`src/rtl/tod_pkg.sv`:
```
package tod_pkg;

  typedef enum logic [1:0] {
    MODE_RUN    = 2'd0,
    MODE_EDIT_H = 2'd1,
    MODE_EDIT_M = 2'd2
  } mode_e;

  typedef enum logic {
    VIEW_HM = 1'b0,
    VIEW_MS = 1'b1
  } view_e;

  typedef logic [3:0] bcd_t;

  typedef struct packed {
    bcd_t h_t;
    bcd_t h_o;
    bcd_t m_t;
    bcd_t m_o;
    bcd_t s_t;
    bcd_t s_o;
  } tod_t;

  // {carry, tens, ones}; wraps to 00 after lim_t:lim_o
  function automatic logic [8:0] bcd2_inc(input bcd_t t, input bcd_t o,
                                          input bcd_t lim_t, input bcd_t lim_o);
    if (t == lim_t && o == lim_o) return {1'b1, 4'd0, 4'd0};
    else if (o == 4'd9)           return {1'b0, t + 4'd1, 4'd0};
    else                          return {1'b0, t, o + 4'd1};
  endfunction

  function automatic logic [6:0] seg_encode(input bcd_t d);
    case (d)
      4'd0: return 7'h3F;
      4'd1: return 7'h06;
      4'd2: return 7'h5B;
      4'd3: return 7'h4F;
      4'd4: return 7'h66;
      4'd5: return 7'h6D;
      4'd6: return 7'h7D;
      4'd7: return 7'h07;
      4'd8: return 7'h7F;
      4'd9: return 7'h6F;
      default: return 7'h00;
    endcase
  endfunction

endpackage

```
`src/rtl/tod_mode_fsm.sv`:
```
module tod_mode_fsm
  import tod_pkg::*;
(
  input  logic  clk_i,
  input  logic  rst_ni,
  input  logic  set_i,
  input  logic  ok_i,
  input  logic  view_btn_i,
  output mode_e mode_o,
  output view_e view_o,
  output logic  enter_edit_o
);

  mode_e mode_q, mode_d;
  view_e view_q;

  always_comb begin
    mode_d = mode_q;
    if (mode_q != MODE_RUN && ok_i) begin
      mode_d = MODE_RUN;
    end else if (set_i) begin
      case (mode_q)
        MODE_RUN:    mode_d = MODE_EDIT_H;
        MODE_EDIT_H: mode_d = MODE_EDIT_M;
        default:     mode_d = MODE_RUN;
      endcase
    end
  end

  always_ff @(posedge clk_i or negedge rst_ni) begin
    if (!rst_ni) begin
      mode_q <= MODE_RUN;
      view_q <= VIEW_HM;
    end else begin
      mode_q <= mode_d;
      if (view_btn_i) view_q <= (view_q == VIEW_HM) ? VIEW_MS : VIEW_HM;
    end
  end

  assign mode_o       = mode_q;
  assign view_o       = view_q;
  assign enter_edit_o = (mode_q == MODE_RUN) && set_i;

endmodule

```
`src/rtl/tod_counter.sv`:
```
module tod_counter
  import tod_pkg::*;
(
  input  logic  clk_i,
  input  logic  rst_ni,
  input  logic  sec_tick_i,
  input  logic  clr_sec_i,
  input  logic  inc_i,
  input  mode_e mode_i,
  output tod_t  tod_o
);

  tod_t tod_q;
  logic [8:0] s_nx, m_nx, h_nx;

  always_comb begin
    s_nx = bcd2_inc(tod_q.s_t, tod_q.s_o, 4'd5, 4'd9);
    m_nx = bcd2_inc(tod_q.m_t, tod_q.m_o, 4'd5, 4'd9);
    h_nx = bcd2_inc(tod_q.h_t, tod_q.h_o, 4'd2, 4'd3);
  end

  always_ff @(posedge clk_i or negedge rst_ni) begin
    if (!rst_ni) begin
      tod_q <= '0;
    end else if (clr_sec_i) begin
      tod_q.s_t <= '0;
      tod_q.s_o <= '0;
    end else begin
      case (mode_i)
        MODE_RUN: if (sec_tick_i) begin
          {tod_q.s_t, tod_q.s_o} <= s_nx[7:0];
          if (s_nx[8]) begin
            {tod_q.m_t, tod_q.m_o} <= m_nx[7:0];
            if (m_nx[8]) {tod_q.h_t, tod_q.h_o} <= h_nx[7:0];
          end
        end
        MODE_EDIT_H: if (inc_i) {tod_q.h_t, tod_q.h_o} <= h_nx[7:0];
        MODE_EDIT_M: if (inc_i) {tod_q.m_t, tod_q.m_o} <= m_nx[7:0];
        default: ;
      endcase
    end
  end

  assign tod_o = tod_q;

endmodule

```
`src/rtl/tod_display.sv`:
```
module tod_display
  import tod_pkg::*;
#(
  parameter int unsigned BLINK_HALF = 250
) (
  input  logic       clk_i,
  input  logic       rst_ni,
  input  logic       scan_tick_i,
  input  tod_t       tod_i,
  input  mode_e      mode_i,
  input  view_e      view_i,
  output logic [6:0] seg_o,
  output logic       dp_o,
  output logic [3:0] dig_en_no
);

  localparam int unsigned NDIG    = 4;
  localparam int unsigned IDX_W   = $clog2(NDIG);
  localparam int unsigned BW      = (BLINK_HALF > 1) ? $clog2(BLINK_HALF) : 1;
  localparam int unsigned SEP_POS = 2;

  logic [IDX_W-1:0] idx_q;
  logic [BW-1:0]    bcnt_q;
  logic             blank_ph_q;
  bcd_t             dig [NDIG];
  logic [NDIG-1:0]  blank_mask;

  always_ff @(posedge clk_i or negedge rst_ni) begin
    if (!rst_ni) begin
      idx_q      <= '0;
      bcnt_q     <= '0;
      blank_ph_q <= 1'b0;
    end else if (scan_tick_i) begin
      idx_q <= idx_q + 1'b1;
      if (bcnt_q == BW'(BLINK_HALF - 1)) begin
        bcnt_q     <= '0;
        blank_ph_q <= ~blank_ph_q;
      end else begin
        bcnt_q <= bcnt_q + 1'b1;
      end
    end
  end

  always_comb begin
    if (view_i == VIEW_HM) begin
      dig[3] = tod_i.h_t; dig[2] = tod_i.h_o;
      dig[1] = tod_i.m_t; dig[0] = tod_i.m_o;
    end else begin
      dig[3] = tod_i.m_t; dig[2] = tod_i.m_o;
      dig[1] = tod_i.s_t; dig[0] = tod_i.s_o;
    end
  end

  // edited field may sit on the upper pair, the lower pair, or be off-screen
  always_comb begin
    blank_mask = '0;
    if (blank_ph_q) begin
      case (mode_i)
        MODE_EDIT_H: if (view_i == VIEW_HM) blank_mask = 4'b1100;
        MODE_EDIT_M: blank_mask = (view_i == VIEW_HM) ? 4'b0011 : 4'b1100;
        default:     blank_mask = '0;
      endcase
    end
  end

  genvar g;
  generate
    for (g = 0; g < NDIG; g++) begin : g_en
      assign dig_en_no[g] = (idx_q != IDX_W'(g));
    end
  endgenerate

  assign seg_o = blank_mask[idx_q] ? 7'h00 : seg_encode(dig[idx_q]);
  assign dp_o  = (idx_q == IDX_W'(SEP_POS));

endmodule

```
`src/rtl/tod_split_clock.sv`:
```
module tod_split_clock
  import tod_pkg::*;
#(
  parameter int unsigned BLINK_HALF = 250
) (
  input  logic       clk_i,
  input  logic       rst_ni,
  input  logic       sec_tick_i,
  input  logic       scan_tick_i,
  input  logic       view_btn_i,
  input  logic       set_btn_i,
  input  logic       inc_btn_i,
  input  logic       ok_btn_i,
  output logic [6:0] seg_o,
  output logic       dp_o,
  output logic [3:0] dig_en_no
);

  mode_e mode_w;
  view_e view_w;
  logic  enter_edit_w;
  tod_t  tod_w;

  tod_mode_fsm i_fsm (
    .clk_i        (clk_i),
    .rst_ni       (rst_ni),
    .set_i        (set_btn_i),
    .ok_i         (ok_btn_i),
    .view_btn_i   (view_btn_i),
    .mode_o       (mode_w),
    .view_o       (view_w),
    .enter_edit_o (enter_edit_w)
  );

  tod_counter i_cnt (
    .clk_i      (clk_i),
    .rst_ni     (rst_ni),
    .sec_tick_i (sec_tick_i),
    .clr_sec_i  (enter_edit_w),
    .inc_i      (inc_btn_i),
    .mode_i     (mode_w),
    .tod_o      (tod_w)
  );

  tod_display #(.BLINK_HALF(BLINK_HALF)) i_disp (
    .clk_i       (clk_i),
    .rst_ni      (rst_ni),
    .scan_tick_i (scan_tick_i),
    .tod_i       (tod_w),
    .mode_i      (mode_w),
    .view_i      (view_w),
    .seg_o       (seg_o),
    .dp_o        (dp_o),
    .dig_en_no   (dig_en_no)
  );

endmodule

```
`config.mk`:
```
export PLATFORM = sky130hd
export DESIGN_NAME = tod_split_clock
export DESIGN_NICKNAME = d
export VERILOG_FILES = /design/src/rtl/tod_pkg.sv /design/src/rtl/tod_mode_fsm.sv /design/src/rtl/tod_counter.sv /design/src/rtl/tod_display.sv /design/src/rtl/tod_split_clock.sv
export SDC_FILE = /design/constraint.sdc
export NUM_CORES = 1
export LEC_CHECK = 0
export BUFFER_PORTS_ARGS = -buffer_cell sky130_fd_sc_hd__clkbuf_2
export CAP_MARGIN = 20
export CORE_MARGIN = 3
export CORE_UTILIZATION = 62
export DETAILED_ROUTE_END_ITERATION = 10
export PLACE_DENSITY = 0.84
export SKIP_CTS_REPAIR_TIMING = 1
export SYNTH_ARGS = -nofsm -noshare
export SYNTH_HDL_FRONTEND = slang
export SYNTH_HIERARCHICAL = 1
export SYNTH_SLANG_ARGS = --single-unit
```
`constraint.sdc`:
```
create_clock -name clk_i -period 5.6 [get_ports clk_i]
set_input_delay 0.56 -clock clk_i [delete_from_list [all_inputs] [get_ports clk_i]]
set_output_delay 0.56 -clock clk_i [all_outputs]
set_load 0.01 [all_outputs]
```
==> flow_metrics.env <==
export IMPL_p_per_area_mw_per_mm2=555
export IMPL_critical_path_arrival_ns=2.64
export IMPL_path_buf_inv=1
export IMPL_worst_path_dominant_cell_family="flip-flops"
export IMPL_pwr_share_comb=0.544
export IMPL_syn_num_nets=317
export IMPL_hold_violations=0
export IMPL_portBuffers=19
export IMPL_r2r_slack_ns=3.16
export IMPL_fp_dieH_um=71.5
export IMPL_cp_slowest_cell="dfrtp_1"
export IMPL_multi_input_area_mm2=0.00158
export IMPL_cp_max_fo=17
export IMPL_fin_nets=333
export IMPL_finalInstanceArea_mm2=0.00287
export IMPL_startpoint_type="register"
export IMPL_cts_sinks=38
export IMPL_fin_crit_ns=3.20
export IMPL_ys_warn_count=6
export IMPL_antenna_found_initial=0
export IMPL_rr_endpoint="i_cnt/tod_o[16]$_DFFE_PN0P_"
export IMPL_hold_path_class="input pin to async pin"
export IMPL_synth_async_reset_ratio=1.00
export IMPL_dp_cells=345
export IMPL_critPathRequiredTime_ns=5.04
export IMPL_syn_inst=286
export IMPL_placed_cell_area_mm2=0.00276
export IMPL_critical_path_class="register to output port"
export IMPL_cp_cell_sequence="nor2b_1 -> a2111oi_1 -> or2_0 -> nand2b_1 -> o22ai_1 -> clkbuf_2"
export IMPL_drv_slew=0
export IMPL_hpwlAfterDp_um=3800
export IMPL_outcome="finished, final reports clean"
export IMPL_grt_pass1_wl_um=9440
export IMPL_drtIter0Drc=154
export IMPL_antenna_left=0
export IMPL_dieArea_mm2=0.00511
export IMPL_synth_edf_count=0
export IMPL_wirelength_um=5370
export IMPL_setup_viol=0
export IMPL_fmax_mhz=312
export IMPL_tns_ns=0
export IMPL_min_period_over_period=0.572
export IMPL_firstDrtPassIters=4
export IMPL_h_tree_depth=2
export IMPL_start_util=0.655
export IMPL_slew_headroom=0.377
export IMPL_p_sw_mw=0.717
export IMPL_leakagePower_nw=1.36
export IMPL_overflow=0
export IMPL_syn_area_mm2=0.00266
export IMPL_clock_latency_ns=0.29
export IMPL_ioPinCount=20
export IMPL_grtUsageTotal=0.231
export IMPL_area_growth_synth_to_final_pct=8.20
export IMPL_grt_pass1_vias=2012
export IMPL_rows=23
export IMPL_endpoint_kind="output port"
export IMPL_synth_ff_type="dfrtp_1"
export IMPL_die_width_um=71.5
export IMPL_insertedDiodeCount=0
export IMPL_mostFrequentLayoutCells="38 x dfrtp_1, 23 x ha_1, 22 x a21oi_1"
export IMPL_ys_seq_area_frac=0.358
export IMPL_fillers=309
export IMPL_ys_types=58
export IMPL_clkPwrFrac=0.150
export IMPL_dr_total_vias=2152
export IMPL_cts_buffers=5
export IMPL_place_gp_congestion=0.878
export IMPL_ir_drop_v=0.000277
export IMPL_routed_via_density=6.11
export IMPL_cts_tree="built"
export IMPL_clk_path_buf_depth=2
export IMPL_design_core_area_mm2=0.00406
export IMPL_register_area_um2=951
export IMPL_path_clk_slew_ns=0.08
export IMPL_root_buffer="clkbuf_8"
export IMPL_intPower_mw=0.879
export IMPL_drcViolationCount=0
export IMPL_ys_ff_latch=38
export IMPL_cap_violations=0
export IMPL_layout_commonest_cell="dfrtp_1"
export IMPL_layout_cells_non_filler=352
export IMPL_fin_skew_ns=0.00914
export IMPL_syn_area_per_cell_um2=9.29
export IMPL_reg2reg_depth=5
export IMPL_grt_max_degree=39
export IMPL_wl_per_cell_um=15.2
export IMPL_r2r_start="i_fsm/mode_o[0]$_DFFE_PN0P_"
export IMPL_power_frac_seq=0.305
export IMPL_tightest_slew_ns=0.935
export IMPL_switching_share=0.449
export IMPL_drive_above_1_share=0.129
export IMPL_slowest_delay_ns=0.83
export IMPL_worst_hold_slack_ns=0.391
export IMPL_rsz0062_at_grt="no"
[state kept, by name, indices dropped and copies added (netlist names)]
register,flops
i_fsm/mode_o,2
i_disp/blank_ph_q,1
i_cnt/tod_o,24
i_disp/bcnt_q,8
i_fsm/view_o,1
i_disp/idx_q,2
[final cells by class]
cell class | count | share of cell area
multi-input combinational | 219 | 0.550
sequential | 38 | 0.331
timing repair buffer | 19 | 0.0331
clock buffer | 6 | 0.0287
inverter | 19 | 0.0248
tap | 50 | 0.0218
clock inverter | 1 | 0.0104
[per-layer routing]
metal / wire length [um] / vias to the layer above / track usage / share of wire
li1: - / 1068 / - / -
met1: 2500 / 1028 / 0.315 / 0.47
met2: 2560 / 49 / 0.364 / 0.48
met3: 228 / 7 / 0.0421 / 0.042
met4: 75 / 0 / 0.0898 / 0.014
met5: 0 / - / 0 / 0
[synth_stat cells, types with 2 or more instances]
| cell type | number | area (um2) |
|---|---|---|
| a31oi_1 | 2 | 12.5 |
| nand3_1 | 13 | 65.1 |
| nor3_1 | 4 | 20.0 |
| nor2b_1 | 4 | 25.0 |
| and2_1 | 3 | 18.8 |
| nand2b_1 | 3 | 18.8 |
| xnor2_1 | 4 | 35.0 |
| a21o_1 | 3 | 22.5 |
| a22oi_1 | 3 | 22.5 |
| or3b_2 | 2 | 17.5 |
| inv_1 | 19 | 71.3 |
| a21oi_1 | 22 | 110 |
| nand4_1 | 5 | 31.3 |
| or4_1 | 3 | 22.5 |
| ha_1 | 23 | 288 |
| nand3b_1 | 4 | 30.0 |
| and3b_1 | 4 | 35.0 |
| mux2_2 | 8 | 90.1 |
| dfrtp_1 | 38 | 951 |
| nor2_1 | 15 | 56.3 |
| clkbuf_1 | 5 | 18.8 |
| nor4_1 | 4 | 25.0 |
| nand2_1 | 19 | 71.3 |
| o21ai_0 | 14 | 70.1 |
| o22ai_1 | 4 | 25.0 |
| xor2_1 | 4 | 35.0 |
| o21ai_1 | 2 | 10.0 |
| nor3b_1 | 3 | 22.5 |
| a22o_1 | 2 | 17.5 |
| and3_1 | 3 | 18.8 |
| o211ai_1 | 2 | 15.0 |
| buf_2 | 2 | 10.0 |
| or3_1 | 2 | 12.5 |
| mux2i_1 | 14 | 140 |
[through the flow]
stage | setup WS (ns) | power, mW | utilization
after floorplan | 3.12 | 1.12 | -
after global routing | 2.01 | 1.76 | 0.708
after detailed placement | 2.74 | 1.35 | 0.681
final | 2.40 | 1.60 | 0.708
after CTS | 2.41 | 1.60 | 0.708
after global placement | 2.81 | 1.32 | 0.681
[power by group through the flow]
stage | clock network [mW] | registers (mW) | logic (mW)
floorplan | 0 | 0.429 | 0.686
global placement | 0 | 0.487 | 0.838
detailed placement | 0 | 0.488 | 0.864
CTS | 0.245 | 0.484 | 0.869
global route | 0.256 | 0.505 | 0.996
finish | 0.240 | 0.487 | 0.868
[cell families (layout without fill, tap and decap cells)]
logic type	Yosys count	count (layout)	synth area share
compound gates	68	68	0.161
xor+xnor	8	8	0.0264
fa+ha+maj	23	23	0.108
buf+inv	29	45	0.0466
flops	38	38	0.358
mux	22	22	0.0867
simple gates	98	98	0.213
[how the worst max path moves through the flow]
stage                                           start       end  slack (ns)  depth (start not counted)
after floorplan           i_disp/idx_q[0]$_DFFE_PN0P_  seg_o[0]        3.12                          8
after global placement    i_disp/idx_q[0]$_DFFE_PN0P_  seg_o[4]        2.81                          9
after detailed placement  i_disp/idx_q[0]$_DFFE_PN0P_  seg_o[0]        2.74                          6
after CTS                 i_disp/idx_q[0]$_DFFE_PN0P_  seg_o[0]        2.41                          6
after global routing      i_disp/idx_q[0]$_DFFE_PN0P_  seg_o[6]        2.01                          6
final                     i_disp/idx_q[0]$_DFFE_PN0P_  seg_o[0]        2.40                          6
Note: power is estimated with default switching activity, not from simulation.
